$ cat src/rtl/cca_pkg.sv
package cca_pkg;

    // Relational operator encoding; codes above OP_GE are reserved.
    typedef enum logic [2:0] {
        OP_GT = 3'd0,
        OP_LT = 3'd1,
        OP_EQ = 3'd2,
        OP_LE = 3'd3,
        OP_GE = 3'd4
    } relop_e;

    localparam int unsigned OP_W = 3;

    // Number of selector bits needed for three register classes plus an immediate.
    function automatic int unsigned sel_width(input int unsigned regs_per_class);
        return $clog2(3 * regs_per_class + 1);
    endfunction

endpackage

$ cat src/rtl/cca_operand_mux.sv
module cca_operand_mux #(
    parameter int unsigned DATA_W = 32,
    parameter int unsigned REGS   = 4,
    parameter int unsigned SEL_W  = 4
) (
    input  logic [SEL_W-1:0]       sel,
    input  logic [REGS*DATA_W-1:0] flow_bus,
    input  logic [REGS*DATA_W-1:0] glob_bus,
    input  logic [REGS*DATA_W-1:0] hdr_bus,
    input  logic [DATA_W-1:0]      imm,
    output logic [DATA_W-1:0]      opnd
);
    localparam int GLOB_BASE = int'(REGS);
    localparam int HDR_BASE  = 2 * int'(REGS);
    localparam int IMM_CODE  = 3 * int'(REGS);

    always_comb begin
        int code;
        code = int'(sel);
        opnd = '0;
        if (code < GLOB_BASE) begin
            opnd = flow_bus[code*DATA_W +: DATA_W];
        end else if (code < HDR_BASE) begin
            opnd = glob_bus[(code-GLOB_BASE)*DATA_W +: DATA_W];
        end else if (code < IMM_CODE) begin
            opnd = hdr_bus[(code-HDR_BASE)*DATA_W +: DATA_W];
        end else if (code == IMM_CODE) begin
            opnd = imm;
        end
    end
endmodule

$ cat src/rtl/cca_relop.sv
module cca_relop
    import cca_pkg::*;
#(
    parameter int unsigned DATA_W = 32
) (
    input  logic              en,
    input  logic [OP_W-1:0]   op,
    input  logic [DATA_W-1:0] a,
    input  logic [DATA_W-1:0] b,
    output logic              hit
);
    always_comb begin
        logic raw;
        case (op)
            OP_GT:   raw = (a >  b);
            OP_LT:   raw = (a <  b);
            OP_EQ:   raw = (a == b);
            OP_LE:   raw = (a <= b);
            OP_GE:   raw = (a >= b);
            default: raw = 1'b0;
        endcase
        hit = en & raw;
    end
endmodule

$ cat src/rtl/cca_slot.sv
module cca_slot
    import cca_pkg::*;
#(
    parameter int unsigned DATA_W = 32,
    parameter int unsigned REGS   = 4,
    parameter int unsigned SEL_W  = 4
) (
    input  logic                   en,
    input  logic [SEL_W-1:0]       sel_a,
    input  logic [SEL_W-1:0]       sel_b,
    input  logic [OP_W-1:0]        op,
    input  logic [DATA_W-1:0]      imm,
    input  logic [REGS*DATA_W-1:0] flow_bus,
    input  logic [REGS*DATA_W-1:0] glob_bus,
    input  logic [REGS*DATA_W-1:0] hdr_bus,
    output logic                   hit
);
    logic [DATA_W-1:0] opnd_a;
    logic [DATA_W-1:0] opnd_b;

    cca_operand_mux #(.DATA_W(DATA_W), .REGS(REGS), .SEL_W(SEL_W)) u_mux_a (
        .sel(sel_a), .flow_bus(flow_bus), .glob_bus(glob_bus),
        .hdr_bus(hdr_bus), .imm(imm), .opnd(opnd_a)
    );

    cca_operand_mux #(.DATA_W(DATA_W), .REGS(REGS), .SEL_W(SEL_W)) u_mux_b (
        .sel(sel_b), .flow_bus(flow_bus), .glob_bus(glob_bus),
        .hdr_bus(hdr_bus), .imm(imm), .opnd(opnd_b)
    );

    cca_relop #(.DATA_W(DATA_W)) u_relop (
        .en(en), .op(op), .a(opnd_a), .b(opnd_b), .hit(hit)
    );
endmodule

$ cat src/rtl/cond_cmp_array.sv
module cond_cmp_array
    import cca_pkg::*;
#(
    parameter int unsigned NUM_CMP = 8,
    parameter int unsigned DATA_W  = 32,
    parameter int unsigned REGS    = 4,
    parameter int unsigned ADDR_W  = $clog2(NUM_CMP) + 1
) (
    input  logic                   clk,
    input  logic                   rst_n,
    input  logic                   cfg_we,
    input  logic [ADDR_W-1:0]      cfg_addr,
    input  logic [DATA_W-1:0]      cfg_wdata,
    input  logic                   in_valid,
    input  logic [REGS*DATA_W-1:0] flow_regs,
    input  logic [REGS*DATA_W-1:0] glob_regs,
    input  logic [REGS*DATA_W-1:0] hdr_fields,
    output logic                   out_valid,
    output logic [NUM_CMP-1:0]     cond_vec
);
    localparam int unsigned SEL_W   = sel_width(REGS);
    localparam int unsigned SA_LO   = 1;
    localparam int unsigned SB_LO   = SA_LO + SEL_W;
    localparam int unsigned OP_LO   = SB_LO + SEL_W;
    localparam int unsigned IDX_W   = ADDR_W - 1;

    typedef struct packed {
        logic              en;
        logic [SEL_W-1:0]  sel_a;
        logic [SEL_W-1:0]  sel_b;
        logic [OP_W-1:0]   op;
        logic [DATA_W-1:0] imm;
    } slot_cfg_t;

    typedef struct packed {
        slot_cfg_t [NUM_CMP-1:0] cfg;
        logic [NUM_CMP-1:0]      cond;
        logic                    vld;
    } state_t;

    state_t state_d;
    state_t state_q;

    logic [NUM_CMP-1:0] hit_vec;
    logic [NUM_CMP-1:0] en_vec;
    logic [NUM_CMP-1:0] rsvd_vec;

    for (genvar gi = 0; gi < NUM_CMP; gi++) begin : g_slot
        cca_slot #(.DATA_W(DATA_W), .REGS(REGS), .SEL_W(SEL_W)) u_slot (
            .en       (state_q.cfg[gi].en),
            .sel_a    (state_q.cfg[gi].sel_a),
            .sel_b    (state_q.cfg[gi].sel_b),
            .op       (state_q.cfg[gi].op),
            .imm      (state_q.cfg[gi].imm),
            .flow_bus (flow_regs),
            .glob_bus (glob_regs),
            .hdr_bus  (hdr_fields),
            .hit      (hit_vec[gi])
        );
        assign en_vec[gi]   = state_q.cfg[gi].en;
        assign rsvd_vec[gi] = (state_q.cfg[gi].op > OP_W'(OP_GE));
    end

    always_comb begin
        logic [IDX_W-1:0] widx;
        state_d = state_q;
        widx    = cfg_addr[ADDR_W-1:1];

        state_d.vld = in_valid;
        if (in_valid) begin
            state_d.cond = hit_vec;
        end

        if (cfg_we && (int'(widx) < int'(NUM_CMP))) begin
            if (cfg_addr[0]) begin
                state_d.cfg[widx].imm = cfg_wdata;
            end else begin
                state_d.cfg[widx].en    = cfg_wdata[0];
                state_d.cfg[widx].sel_a = cfg_wdata[SA_LO +: SEL_W];
                state_d.cfg[widx].sel_b = cfg_wdata[SB_LO +: SEL_W];
                state_d.cfg[widx].op    = cfg_wdata[OP_LO +: OP_W];
            end
        end
    end

    always_ff @(posedge clk or negedge rst_n) begin
        if (!rst_n) begin
            state_q <= '0;
        end else begin
            state_q <= state_d;
        end
    end

    assign out_valid = state_q.vld;
    assign cond_vec  = state_q.cond;
endmodule

$ cat config.mk
export PLATFORM = sky130hd
export DESIGN_NAME = cond_cmp_array
export DESIGN_NICKNAME = d
export VERILOG_FILES = /design/src/rtl/cca_pkg.sv /design/src/rtl/cca_operand_mux.sv /design/src/rtl/cca_relop.sv /design/src/rtl/cca_slot.sv /design/src/rtl/cond_cmp_array.sv
export SDC_FILE = /design/constraint.sdc
export NUM_CORES = 2
export LEC_CHECK = 0
export BUFFER_PORTS_ARGS = -buffer_cell sky130_fd_sc_hd__buf_2
export CAP_MARGIN = 5
export CORE_UTILIZATION = 35
export DETAILED_ROUTE_END_ITERATION = 10
export PLACE_DENSITY = 0.5
export SYNTH_ARGS = -nofsm -noshare
export SYNTH_HDL_FRONTEND = slang
export SYNTH_SLANG_ARGS = --single-unit
$ cat constraint.sdc
create_clock -name clk -period 7.6 [get_ports clk]
set_clock_uncertainty 0.15 [all_clocks]
set_input_delay 0.76 -clock clk [delete_from_list [all_inputs] [get_ports clk]]
set_output_delay 0.76 -clock clk [all_outputs]
set_load 0.02 [all_outputs]
==> key figures <==
Worst setup path
  – Slowest stage cell, crit path: nor4_2
  – CP peak stage delay: between 1 and 1.5 ns
  – WS Path Type: reg -> reg
  – R2R Path End: cond_vec[4]
  – CP bufs+invs: 3
  – CP max FO: 33
  – RR Startpoint: state_q[223]
  – CP cell instances: inv_2 > buf_4 > and3_2 > buf_4 > a21oi_1 > nor2_1 > a21oi_1 > ha_1 > nand4_1 > nor4_2 > nand3_1 > nor2_1 > a41oi_1 > o2bb2ai_1 > a31o_2
  – CP delay by family, top: simple AND/OR/NAND/NOR gates
  – CP required: between 8 and 9 ns
  – Worst Reg2Reg Path Length in Cells: 15
  – Crit. End Element: flop
  – Startpoint types: flop
  – WP data arrival: roughly 7.8 ns
  – Reg2Reg Setup Slack: roughly 0.27 ns

Route
  – DR vias/cell: between 8 and 9
  – Post-DR wirelength/cell: about 61 um
  – Routed WL: 548000 um
  – DRT Pass-1 Iters: 9
  – Antenna Violating Nets Remaining: 0
  – Total number of vias: 77800
  – Drt drc: 0
  – DRT iter0 DRCs: 14000

Logic synthesis
  – Sequential fraction of the synthesis area: roughly an eighth
  – Synth top cells by count: mux4_2 (1536), a21oi_1 (868), nor2_1 (826)
  – Post-synth top area share: slightly below 50%
  – Top cells by area, synth: mux4_2 (48%), dfrtp_1 (13%), a21oi_1 (6.0%)
  – Synthesized area per cell: around 11 um^2
  – Fraction of registers with async set/reset: between 90% and 100%
  – Dominant synthesized flop cell: dfrtp_1
  – Ys Warns: 0
  – Top-count cell post-synth: mux4_2
  – Flops & latches, synth: around 360
  – Mapped Cells: about 6600
  – Area of the mapped netlist: roughly 72000 um^2
  – Syn_nets: 7278
  – Yosys top cell by area: mux4_2
  – Number of synthesized flops with an enable pin: 0
  – Synth cell types: 54

Power
  – Switch share: between 50% and 60%
  – Clock Power Share: about a tenth
  – Logic pwr share: 74.9%
  – Cell Pwr Density: 337 nW/um^2
  – Power consumption: 26.1 mW
  – Switching pwr: 15.3 mW
  – Leakage: approximately 26 nW
  – Worst vdd rail ir drop: ~0.21 mV
  – Reg power frac: 14.7%
  – Pint: roughly 11 mW

Cells and area
  – Area Overhead vs Synth: 7.45%
  – Final core occ: between 30% and 40%
  – Fill cell count: 20200
  – Layout cell share with drive strength beyond 1: 44.8%
  – Number of nets in the layout: slightly below 7000

Global route
  – First-pass GRT wire length: between 700000 and 800000 um
  – Initial antenna violation count: 86
  – Number of global-route vias before repair: 73800
  – GR Util All Layers: between 50% and 60%
  – GRT Residual Overflow: 0
  – Largest net degree at the start of global routing: approximately 150

CTS
  – Num CTS Buffers: 52
  – CTS Root Cell: clkbuf_16
  – CTS tree: built
  – Max clock buf depth: 3
  – Clock sinks: 361
  – Post-CTS sizing: 0
  – Clk slew on worst S/H paths: 0.08 ns
  – Number of H-tree levels: 2
  – Worst-Skew Late Latency: between 0.8 and 0.9 ns

STA
  – Final min period: approximately 7.3 ns
  – Final setup fails: 0
  – RSZ-0062 raised after global routing: false
  – Relative slew slack: -10.8%
  – Worst slew pin tran: ~1.7 ns
  – Slew Limit Fails: 10
  – Final period utilization: a little over nine tenths
  – Setup TNS: 0 ns
  – Hold Fails Final Rpt: 0
  – Fmax: about 0.14 GHz

Hold path
  – Hold worst-path end: out_valid
  – Hold depth: 1
  – HP Class: in -> reg
  – Hold Crit Start: in_valid

Floorplanning
  – Die H: 456 um
  – Die width: roughly 460 um
  – I/O pins: ~430
  – Row count: roughly 170
  – Die area: about 210000 um^2
  – Initial Util: 35.2%
  – CORE AREA: about 200000 um^2

Run status
  – Status: finished with violations
  – Failing checks: max-capacitance violations, max-slew violations

Placed design
  – Placed wire-length estimate: approximately 380000 um
  – Gpl congestion: 1.15
  – Port Buffers: 432

Flow run
  – Max Cap Viol: 5
flip-flops by register name, summed over array words and instances (netlist names):
register and flops:
en_vec 8, cond_vec 8, out_valid 1, state_q 344
power groups by stage:
stage | Clock [mW] | Combinational (mW) | Sequential [mW]
2_1_floorplan | 0 | 11.2 | 2.67
3_3_place_gp | 0 | 18.0 | 3.79
3_5_place_dp | 0 | 18.0 | 3.80
4_1_cts | 2.70 | 18.0 | 3.76
5_1_grt | 2.77 | 19.4 | 3.85
6_report | 2.72 | 19.5 | 3.84
metal layers:
metal / up-vias / wire [um] / track usage, %
met5: - / 356 / 1.01
met2: 8592 / 227000 / 74.3
met3: 3087 / 74100 / 21.3
li1: 26200 / - / -
met4: 29 / 81900 / 59.1
met1: 40000 / 165000 / 54.6
logic make-up after synthesis:
kind of cell	count (synthesis)	synth area share (%)
fa+ha+maj	288	5.00
flops	361	12.5
compound gates	1793	16.0
mux	1869	53.2
buf+inv	1160	6.73
simple gates	1095	6.49
cells in the final DEF (no fill, tap or decap), drive strengths merged, types with 23 or more instances in the layout:
cell type,n
a22oi,512
nor2,826
nand4,55
dfrtp,361
nand3,56
a21boi,23
ha,288
buf,670
mux2,333
and3,25
inv,53
o21ai,57
a21oi,868
mux4,1536
clkbuf,71
nand2,62
diode,66
o2bb2ai,252
per-stage QoR:
| step | setup WS (ns) | area [um^2] | hold slack (ns) | std cells |
|---|---|---|---|---|
| after floorplan | 3.93 | 72100 | 0.314 | 6566 |
| after global placement | 0.423 | 75400 | 0.328 | 8802 |
| after detailed placement | 0.919 | 75400 | 0.336 | 8805 |
| after CTS | 0.902 | 77100 | 0.201 | 8901 |
| after global routing | 0.736 | 77300 | 0.217 | 8927 |
| final | 0.267 | 77400 | 0.178 | 8974 |
layout make-up:
class	count	area, um^2	share of cell area [%]
Multi-Input combinational cell	5045	58600	75.6
Timing Repair Buffer	671	4280	5.53
Sequential cell	361	9150	11.8
Tap cell	2688	3360	4.34
Antenna cell	66	165	0.213
Inverter	48	180	0.233
Clock buffer	71	1420	1.84
Clock inverter	24	299	0.386
worst max path at each step:
stage | from | endpoint | depth (start not counted)
final | state_q[223] | cond_vec[4] | 15
after detailed placement | state_q[227] | cond_vec[4] | 16
after global routing | state_q[223] | cond_vec[4] | 15
after global placement | state_q[227] | cond_vec[4] | 15
after floorplan | state_q[47] | cond_vec[0] | 16
after CTS | state_q[227] | cond_vec[4] | 16
timing repair:
action	in CTS	in global routing
hold endpoints to repair	19	0
buffers inserted	0	0
hold buffers	1	0
endpoints found under the setup margin	0	0
(Power assumes the default switching activity.)
